File: config.mk
export PLATFORM = sky130hd
export DESIGN_NAME = exc_dispatch
export DESIGN_NICKNAME = d
export VERILOG_FILES = /design/src/rtl/exc_dispatch.sv
export SDC_FILE = /design/constraint.sdc
export NUM_CORES = 1
export LEC_CHECK = 0
export ABC_AREA = 1
export CAP_MARGIN = 20
export CORE_AREA = 2 2 216 218
export CTS_CLUSTER_SIZE = 24
export DETAILED_ROUTE_END_ITERATION = 10
export DIE_AREA = 0 0 218 220
export DONT_BUFFER_PORTS = 1
export GPL_TIMING_DRIVEN = 0
export PLACE_DENSITY_LB_ADDON = 0.3
export SLEW_MARGIN = 20
export SYNTH_ARGS = -nofsm -noshare
export SYNTH_HDL_FRONTEND = slang
export SYNTH_SLANG_ARGS = --single-unit
File: constraint.sdc
create_clock -name clk -period 1.45 [get_ports clk]
set_input_delay 0.0725 -clock clk [delete_from_list [all_inputs] [get_ports clk]]
set_output_delay 0.0725 -clock clk [all_outputs]
set_load 0.01 [all_outputs]
File: src/rtl/exc_dispatch.sv
module exc_dispatch #(
  parameter int XLEN = 64
) (
  input  logic            clk,
  input  logic            rst_n,
  input  logic            take_i,
  input  logic            sync_valid_i,
  input  logic [3:0]      sync_kind_i,
  input  logic [7:0]      sync_code_i,
  input  logic [XLEN-1:0] fault_addr_i,
  input  logic [7:0]      fault_code_i,
  input  logic [1:0]      access_i,
  input  logic            irq_dev_i,
  input  logic            irq_tmr_i,
  input  logic            irq_ipi_i,
  input  logic            irq_mchk_i,
  input  logic [XLEN-1:0] pc_i,
  input  logic [XLEN-1:0] pal_base_i,
  input  logic [2:0]      ipl_i,
  input  logic            priv_i,
  output logic            dispatch_o,
  output logic [XLEN-1:0] new_pc_o,
  output logic [XLEN-1:0] exc_addr_o,
  output logic            mode_o,
  output logic [7:0]      err_code_o,
  output logic [XLEN-1:0] trap0_o,
  output logic [XLEN-1:0] trap1_o,
  output logic [XLEN-1:0] trap2_o
);

  localparam logic [3:0] K_MCHK  = 4'd1;
  localparam logic [3:0] K_IPI   = 4'd2;
  localparam logic [3:0] K_TMR   = 4'd3;
  localparam logic [3:0] K_DEV   = 4'd4;
  localparam logic [3:0] K_MFLT  = 4'd5;
  localparam logic [3:0] K_GATE  = 4'd10;
  localparam int         OFF_W   = 16;

  logic mchk_ok, ipi_ok, tmr_ok, dev_ok, irq_any;
  logic sync_ok, go_sync, go_irq, go;
  logic [3:0] irq_kind, sel_kind;
  logic [OFF_W-1:0] gate_off, vec_off;
  logic [XLEN-1:0] cause;

  assign mchk_ok = irq_mchk_i && (ipl_i <= 3'd6);
  assign ipi_ok  = irq_ipi_i  && (ipl_i <= 3'd5);
  assign tmr_ok  = irq_tmr_i  && (ipl_i <= 3'd4);
  assign dev_ok  = irq_dev_i  && (ipl_i <= 3'd3);
  assign irq_any = !priv_i && (mchk_ok || ipi_ok || tmr_ok || dev_ok);

  assign irq_kind = mchk_ok ? K_MCHK :
                    ipi_ok  ? K_IPI  :
                    tmr_ok  ? K_TMR  : K_DEV;

  assign sync_ok = sync_valid_i && (sync_kind_i <= K_GATE);
  assign go_sync = take_i && sync_ok;
  assign go_irq  = take_i && !sync_valid_i && irq_any;
  assign go      = go_sync || go_irq;

  assign sel_kind = go_sync ? sync_kind_i : irq_kind;

  assign gate_off = (sync_code_i[7] ? 16'h2000 : 16'h1000)
                  + {3'd0, sync_code_i[6:0], 6'd0};
  assign vec_off  = (sel_kind == K_GATE) ? gate_off : {5'd0, sel_kind, 7'd0};

  always_comb begin
    case (access_i)
      2'd0:    cause = '0;
      2'd1:    cause = XLEN'(1);
      default: cause = '1;
    endcase
  end

  always_ff @(posedge clk or negedge rst_n) begin
    if (!rst_n) begin
      dispatch_o <= 1'b0;
      new_pc_o   <= '0;
      exc_addr_o <= '0;
      mode_o     <= 1'b0;
      err_code_o <= '0;
      trap0_o    <= '0;
      trap1_o    <= '0;
      trap2_o    <= '0;
    end else begin
      dispatch_o <= go;
      mode_o     <= go ? 1'b1 : priv_i;
      if (go) begin
        new_pc_o   <= pal_base_i + XLEN'(vec_off);
        exc_addr_o <= {pc_i[XLEN-1:1], priv_i};
        err_code_o <= go_sync ? sync_code_i : 8'd0;
        if (go_sync && sync_kind_i == K_MFLT) begin
          trap0_o <= fault_addr_i;
          trap1_o <= XLEN'(fault_code_i);
          trap2_o <= cause;
        end
      end
    end
  end


  no_take_no_go_chk: assert property (@(posedge clk) disable iff (!rst_n)
    !take_i |=> !dispatch_o);


  priv_blocks_irq_chk: assert property (@(posedge clk) disable iff (!rst_n)
    (take_i && !sync_valid_i && priv_i) |=> !dispatch_o);


  ipl7_masks_all_chk: assert property (@(posedge clk) disable iff (!rst_n)
    (take_i && !sync_valid_i && ipl_i == 3'd7) |=> !dispatch_o);


  saved_mode_bit_chk: assert property (@(posedge clk) disable iff (!rst_n)
    (take_i && (sync_valid_i || !priv_i)) |=> (!dispatch_o || exc_addr_o[0] == $past(priv_i)));


  mode_set_chk: assert property (@(posedge clk) disable iff (!rst_n)
    dispatch_o |-> mode_o);


  trap_hold_chk: assert property (@(posedge clk) disable iff (!rst_n)
    (take_i && sync_valid_i && sync_kind_i != K_MFLT) |=> $stable(trap0_o) && $stable(trap2_o));


  irq_err_clear_chk: assert property (@(posedge clk) disable iff (!rst_n)
    (take_i && !sync_valid_i) |=> (err_code_o == 8'd0 || !dispatch_o));


  reserved_kind_chk: assert property (@(posedge clk) disable iff (!rst_n)
    (take_i && sync_valid_i && sync_kind_i > K_GATE) |=> !dispatch_o);

endmodule

## Word-level counts from Yosys, hierarchy flattened

Cells that the tools add are included.

| word-level totals | value |
|---|---|
| flip-flop bits (word level) | 274 |
| logic and storage cells | 45 |

| operators by class | value |
|---|---|
| $add $sub $neg | 2 |
| reductions and logical operators | 18 |
| equality and inequality tests | 3 |
| order comparisons | 5 |
| multiplexer cells | 9 |

Operators by type and width:

| operator | number |
|---|---|
| 64-bit case mux with 2 select lines | 1 |
| 64-bit by 15-bit adder with 64-bit output | 1 |
| 14-bit by 13-bit adder with 15-bit output | 1 |
| 15-bit two-way mux | 1 |
| 14-bit two-way mux | 1 |
| 1-bit logical AND | 10 |
| 3-bit less-or-equal comparator (second input constant) | 3 |
| 3-bit two-way mux | 3 |
| 8-bit two-way mux | 1 |
| 4-bit by 3-bit == test with 1-bit output (second input constant) | 1 |
| 4-bit == test (second input constant) | 1 |
| 4-bit less-or-equal comparator (second input constant) | 1 |
| 1-bit logical OR | 4 |
| 4-bit two-way mux | 1 |
| 3-bit by 2-bit less-or-equal comparator with 1-bit output (second input constant) | 1 |
| 2-bit by 1-bit == test with 1-bit output (second input constant) | 1 |
| 1-bit logical NOT | 2 |
| 2-bit logical NOT | 1 |
| 2-bit AND reduction | 1 |
| 1-bit two-way mux | 1 |

## Logic depth before layout (Yosys ltp)

Gate-level depths: netlist of run 1.

| logic depth | value |
|---|---|
| depth in word-level cells | 9 |
| gate-level depth with buffers | 22 |
| gate-level depth less buffers | 22 |

## Worst setup path after synthesis of run 1

Ideal clock, no wire load.

| timing | value |
|---|---|
| path kind | input port to flip-flop |
| start | in sync_kind_i[1] |
| end | reg new_pc_o[17] |
| path slack | -0.816 ns |
| arrival | 2.148 ns |
| required time | 1.333 ns |
| stages | 17 |
| path through | nand2_1 -> inv_1 -> o21ai_1 -> nand2_2 -> inv_2 -> nand4_1 -> o21ai_0 -> ha_1 -> nand3_1 -> nand3_1 -> nand2_1 -> nand2_1 -> nand2_1 -> nand2_1 -> xor2_1 -> nand2_1 -> nand2_1 |

| on the way | value |
|---|---|
| cells in the longest elaborated chain, start to end | 7 |
| elaborated cells on any way between the ends | 8 |
| those cells by class | add/sub: 1; order compare: 1; eq/ne: 1; mux: 2; reduce/logical: 3 |

RTL lines:

| element | RTL line | text |
|---|---|---|
| start: declaration | 8 | `input logic [3:0] sync_kind_i,` |
| 4-bit less-or-equal comparator | 55 | `assign sync_ok = sync_valid_i && (sync_kind_i <= K_GATE);` |
| 1-bit logical AND | 55 |  |
| 1-bit logical AND | 56 | `assign go_sync = take_i && sync_ok;` |
| 4-bit two-way mux | 60 | `assign sel_kind = go_sync ? sync_kind_i : irq_kind;` |
| 4-bit == test | 64 | `assign vec_off = (sel_kind == K_GATE) ? gate_off : {5'd0, sel_kind, 7'd0};` |
| 15-bit two-way mux | 64 |  |
| 64-bit by 15-bit adder with 64-bit output | 88 | `new_pc_o <= pal_base_i + XLEN'(vec_off);` |
| end signal: assignment | 88 |  |
| end: declaration | 22 | `output logic [XLEN-1:0] new_pc_o,` |

Several ways; a longest one is shown, not always the timed one.
A chain may end at the register's enable or synchronous reset.

## Worst setup path in the final report of run 1

| timing | value |
|---|---|
| start | in sync_kind_i[1] |
| end | reg new_pc_o[39] |

Same word-level chain as after synthesis.

==> impl_metrics.csv, run 1 <==
group,metric,value,unit
synthesis,yosys-top-cells-count,"nand2_1, dfrtp_1, inv_1, buf_4, nor2_1",
synthesis,synth-seq-cells,212,
synthesis,ys_types,29,
placement,gp_congestion,0.979,
outcome,violations,"hold timing, setup timing",
grt,grt_overflow,0,
final_layout,final_nets,2172,
cts,path_clk_slew,60,ps
synthesis,synth_enable_flop_cells,0,
grt,antenna_found_initial,3,
grt,grt_pass1_wl,70900,um
route,drc,0,
sta,tightestPinTransition,769,ps
worst_setup_path,rr_startpoint,"trap2_o[62]",
grt,grtUsageTotal,19.7,%
floorplanning,ios,556,
route,via_per_inst,4.46,
pwr,p_leak,8.78,nW
route,drt_iter0_drc,890,
worst_setup_path,rr_worst_depth,4,
worst_setup_path,r2r-end,"trap2_o[62]",
synthesis,synth.area.top_cells,"dfrtp_1, nand2_1, buf_4",
cts,cts_buffer_depth,3,
route,routedWlPerCell,19.8,um
synthesis,netlist_area,0.0117,sq mm
floorplanning,design.core.area,0.0459,sq mm
sta,maxSlewViolCount,0,
route,ant_nets,0,
worst_setup_path,reg2reg_slack,250,ps
sta,report.final.setup_viol,115,
synthesis,yosys.area.top_type,"dfrtp_1",
final_layout,fill_cells,4551,
synthesis,yosysSeqAreaShare,45.4,%
synthesis,async_reset_ff_share,100,%
pwr,peakVddDrop,0.855,mV
worst_setup_path,cp-start-kind,"input port",
synthesis,yosysMostFrequentCell,"nand2_1",
floorplanning,initial_core_util,25.5,%
cts,cts_tree,"done",
sta,fin_skew,0,ps
floorplanning,dieArea,0.0480,sq mm
placement,place_area,0.0128,sq mm
route,dr_total_vias,11400,
pwr,powerDensity,1240,mW/mm^2
sta,fin_ws,-311,ps
sta,fin_hold_ws,-792,ps
grt,grt_max_degree,213,
worst_setup_path,crit_required,1960,ps
sta,period_minus_slack,1760,ps
sta,max_freq,568,MHz
flow_run,drv_cap,0,
synthesis,avgSynthCellArea,7.31,sq um
route,drt_pass1_iterations,6,
placement,hpwl,36200,um
cts,clockRootBuffer,"clkbuf_16",
cts,h-tree-depth,1,
sta,period_share,121,%
cts,cts_sinks,212,
placement,port_buffers,0,
floorplanning,fp.dieW,218,um
synthesis,synth_top_flop_cell,"dfrtp_1",
synthesis,synth.yosys.warnings,0,
worst_setup_path,crit_arrival,2270,ps
pwr,power,21.5,mW
floorplanning,rows,79,
floorplanning,dieHeight,220,um
synthesis,synth_top_area_share,45.4,%
final_layout,area_growth,48.7,%
worst_setup_path,end_kind,"flip-flop",
outcome,outcome,"complete, but fails checks",
synthesis,syn_inst,1598,
grt,grt_pass1_vias,11300,
sta,rsz0062_at_grt,"yes",
cts,clk_latency,570,ps
sta,max_slew_margin,48.5,%
worst_setup_path,cp_max_fo,8,
worst_setup_path,path_class,"input port to flip-flop",
sta,hold_viol,215,
cts,cts_buffers,27,
sta,finalSetupTns,-20000,ps
final_layout,final_area,0.0174,sq mm
final_layout,drive_gt1_share,20.4,%
route,wl,50700,um
min_path,hp-class,"input port to asynchronous set/reset pin",
-- how the worst max path moves through the flow --
stage              startpoint           end  cells after the start
4_1_cts        sync_kind_i[1]  new_pc_o[39]                     19
5_1_grt        sync_kind_i[1]  new_pc_o[39]                     20
2_1_floorplan  sync_kind_i[1]  new_pc_o[33]                     20
3_5_place_dp        irq_tmr_i  new_pc_o[42]                     17
3_3_place_gp        irq_tmr_i  new_pc_o[33]                     17
6_report       sync_kind_i[1]  new_pc_o[39]                     20
-- timing repair --
action,CTS,global route
pin swaps,37,29
setup endpoints to repair,118,123
gates resized for setup,147,103
endpoints found under the hold margin,420,215
hold buffers,214,1
buffers inserted,27,3
gates cloned,4,3
-- cell type report --
type / instances / area, sq um / area share (%)
inverters: 179 / 672 / 3.87
well taps: 607 / 759 / 4.38
diodes: 3 / 7.51 / 0.0433
clock buffers: 32 / 704 / 4.06
clock inverters: 17 / 314 / 1.81
multi-input cells: 1101 / 5600 / 32.2
flip-flops and latches: 212 / 5310 / 30.6
plain buffers: 164 / 1420 / 8.17
repair buffers: 249 / 2580 / 14.8
-- per-layer routing --
metal | part of all wire, % | track usage, % | vias to the layer above
met4 | 5.0 | 8.89 | 0
met2 | 49 | 34.8 | 533
li1 | - | - | 5370
met1 | 36 | 21.6 | 5409
met5 | 0 | 0 | -
met3 | 9.6 | 6.05 | 120
-- cell usage in the layout, fill, tap and decap left out, types with 53 or more instances in the layout --
| cell | count |
|---|---|
| buf_6 | 73 |
| nor2_1 | 87 |
| buf_4 | 86 |
| nand2_2 | 53 |
| dfrtp_1 | 211 |
| inv_1 | 171 |
| nand2_1 | 628 |
| o21ai_0 | 68 |
| conb_1 | 56 |
| dlygate4sd3_1 | 215 |
-- stage by stage --
stage | cells | setup slack, ps | util (%)
floorplan | 1653 | -656 | -
global placement | 2260 | -1210 | 27.8
detailed placement | 2260 | -1270 | 27.8
CTS | 2554 | -223 | 36.6
global route | 2564 | -445 | 37.8
finish | 2564 | -311 | 37.8
-- logic make-up (layout without fill, tap and decap cells) --
logic type                 count (synthesis)  in the layout  share of synthesized area (%)
buffers and inverters                    343            641                           15.9
adders and majority gates                 12             12                           1.35
other                                      1             59                         0.0321
DFF                                      212            212                           45.4
and+or+nand+nor                          901            904                           31.0
AOI/OAI and AO/OA                        108            108                           4.71
xor gates and xnor gates                  21             21                           1.58
-- critical path, stage by stage --
cell,delay [ps]
nand2_4,40
inv_2,30
o21ai_2,110
nand2_2,70
inv_2,70
nand4_1,100
buf_6,160
o211ai_1,240
ha_1,340
nand2_2,140
inv_2,50
nand2_1,60
nand2_1,60
nand2_2,70
nand3_4,110
nand3b_1,230
inv_1,60
nand2_1,70
nand3_2,80
nand2_1,100
-- registers in the layout, indices dropped and copies added (netlist names) --
register / count
exc_addr_o: 64
err_code_o: 8
dispatch_o: 1
trap0_o: 64
mode_o: 1
trap1_o: 8
trap2_o: 2
new_pc_o: 64
-- power by group --
group | internal [mW] | switching [mW] | total [mW]
clock | 4.92 | 2.87 | 7.80
sequential | 7.17 | 1.93 | 9.10
combinational | 2.37 | 2.23 | 4.59
Power figures use the tool's default switching activity.
==> run 2, diff against run 1 <==
--- a/config.mk
+++ b/config.mk
@@ -8,6 +8,7 @@
 export ABC_AREA = 1
 export CAP_MARGIN = 20
 export CORE_AREA = 2 2 216 218
+export CTS_BUF_LIST = sky130_fd_sc_hd__clkbuf_4
 export CTS_CLUSTER_SIZE = 24
 export DETAILED_ROUTE_END_ITERATION = 10
 export DIE_AREA = 0 0 218 220
==> run 2 against run 1 <==
The flow still finishes with violations (hold timing, setup timing); cell count is 8.7% higher; sequential power rose by 0.7%; setup slack improved by 38 ps; non-clock buffer count is 153 higher; core utilization grew 3.5 points; via count is 11% higher; flip-flop and latch count did not move; worst hold slack got worse by 200 ps; power decreased by 5.7%; first-iteration DRC count up 8.4%; clock skew did not move; combinational power increased by 2%; critical endpoint is now trap2_o[31]; largest cell class unchanged; largest power group unchanged.
==> impl_metrics.csv, run 2 (synthesis results as in run 1) <==
group,metric,value,unit
outcome,outcome,"complete, but fails checks",
outcome,violations,"hold timing, setup timing",
grt,grt_overflow,0,
worst_setup_path,reg2reg_slack,160,ps
floorplanning,ios,556,
placement,post-place-ws,-1270,ps
final_layout,drive_gt1_share,23.7,%
grt,grt_pass1_vias,12800,
final_layout,area_growth,62.3,%
worst_setup_path,cp_cell_sequence,"buf_16 > buf_4",
grt,grtUsageTotal,21.6,%
flow_run,drv_cap,0,
route,drc,0,
route,routedWlPerCell,19.7,um
sta,rsz0062_at_grt,"yes",
placement,port_buffers,0,
placement,hpwl,36200,um
worst_setup_path,critical_path_buf_inv_count,2,
cts,cts_buffer_depth,3,
cts,cts_sinks,212,
worst_setup_path,critical_path.startpoint,"trap2_o[62]",
pwr,combPwrFrac,23.2,%
worst_setup_path,cp_top_family,"flip-flops",
floorplanning,design.core.area,0.0459,sq mm
worst_setup_path,end_kind,"output port",
pwr,internal_power,13.0,mW
worst_setup_path,slowest_delay,580,ps
grt,grt_pass1_wl,77600,um
pwr,seqPwrFrac,45.2,%
sta,fin_hold_ws,-994,ps
route,ant_nets,0,
floorplanning,initial_core_util,25.5,%
sta,report.final.setup_viol,144,
sta,finalSetupTns,-22520,ps
final_layout,register_area,0.00531,sq mm
final_layout,fill_cells,4394,
pwr,switching_share,36.0,%
worst_setup_path,r2r-end,"err_code_o[6]",
worst_setup_path,endpoint,"trap2_o[31]",
final_layout,mostFrequentLayoutCell,"nand2_1",
worst_setup_path,path_class,"flip-flop to output port",
worst_setup_path,crit_cells,2,
final_layout,reg_top3,"exc_addr_o x64, new_pc_o x64, trap0_o x64",
worst_setup_path,rr_worst_depth,3,
floorplanning,fp.dieW,218,um
pwr,p_leak,9.28,nW
sta,tightestPinTransition,646,ps
floorplanning,dieHeight,220,um
route,wl,54900,um
pwr,clkPwrFrac,31.7,%
sta,fin_ws,-273,ps
final_layout,final_nets,2365,
sta,max_freq,580,MHz
route,dr_total_vias,12600,
route,drt_iter0_drc,965,
grt,grt_max_degree,213,
final_layout,mostFrequentLayoutCells,"nand2_1, dlygate4sd3_1, dfrtp_1",
sta,hold_viol,213,
floorplanning,rows,79,
route,via_per_inst,4.54,
sta,maxSlewViolCount,0,
cts,clockRootBuffer,"clkbuf_4",
sta,max_slew_margin,56.9,%
cts,cts_tree,"done",
placement,gp_congestion,0.979,
worst_setup_path,slowest_stage,"dfrtp_4",
cts,cts_buffers,67,
cts,h-tree-depth,3,
cts,path_clk_slew,90,ps
worst_setup_path,cp-start-kind,"flip-flop",
floorplanning,dieArea,0.0480,sq mm
cts,clk_latency,740,ps
final_layout,multi_input_area,0.00594,sq mm
grt,antenna_found_initial,8,
pwr,peakVddDrop,0.644,mV
sta,period_share,119,%
sta,fin_skew,0,ps
route,drt_pass1_iterations,7,
worst_setup_path,crit_required,1380,ps
pwr,switchingPower,7.30,mW
worst_setup_path,crit_arrival,1650,ps
worst_setup_path,rr_startpoint,"err_code_o[6]",
min_path,hp-class,"input port to asynchronous set/reset pin",
pwr,powerDensity,1070,mW/mm^2
worst_setup_path,cp_max_fo,16,
sta,period_minus_slack,1720,ps
-- run 2: metal layers --
layer  vias to the layer above  global-route usage (%)  share of wire [%]
met1                      5909                    22.8                 35
li1                       5789                       -                  -
met5                         -                       0              0.024
met2                       747                    37.3                 49
met4                         2                    13.7                6.2
met3                       201                    7.08                9.6
-- run 2: area by class of cell --
type / count / share of cell area, %
Sequential cell: 212 / 28.0
Antenna cell: 8 / 0.106
Timing Repair Buffer: 404 / 21.6
Tap cell: 607 / 4.01
Clock buffer: 93 / 3.68
Multi-Input combinational cell: 1101 / 31.3
Inverter: 179 / 3.64
Buffer: 162 / 6.75
Clock inverter: 20 / 0.832
-- run 2: power by group through the flow --
| stage | logic, mW | clock network, mW | registers, mW |
|---|---|---|---|
| 2_1_floorplan | 2.51 | 0 | 8.60 |
| 3_3_place_gp | 2.94 | 0 | 9.25 |
| 3_5_place_dp | 3.01 | 0 | 9.25 |
| 4_1_cts | 4.24 | 6.54 | 9.10 |
| 5_1_grt | 5.11 | 6.96 | 9.25 |
| 6_report | 4.69 | 6.41 | 9.16 |
-- run 2: how the worst min path moves through the flow --
stage / startpoint / end / slack, ps / cells after the start
after floorplan: rst_n / dispatch_o / -220 / 0
after detailed placement: rst_n / trap0_o[46] / -220 / 0
after global placement: rst_n / trap0_o[55] / -220 / 0
after global routing: rst_n / trap0_o[44] / -1080 / 0
after CTS: rst_n / exc_addr_o[0] / -1090 / 0
final: rst_n / trap0_o[44] / -990 / 0
-- run 2: repair_timing --
| item | CTS | global route |
|---|---|---|
| setup endpoints to repair | 117 | 189 |
| resized for setup | 61 | 263 |
| pin swaps | 17 | 105 |
| hold buffers | 370 | 5 |
| cloned | 4 | 0 |
| endpoints found under the hold margin | 423 | 228 |
| buffers inserted | 16 | 15 |
-- run 2: metrics by stage --
step	area (sq um)	std cells	hold WS [ps]	total power [mW]	utilization, %
6_report	19000	2786	-994	20.3	41.3
5_1_grt	18900	2783	-1080	21.3	41.3
4_1_cts	17700	2763	-1090	19.9	38.7
3_5_place_dp	12800	2260	-215	12.3	27.8
3_3_place_gp	12800	2260	-217	12.2	27.8
2_1_floorplan	12000	1653	-223	11.1	-
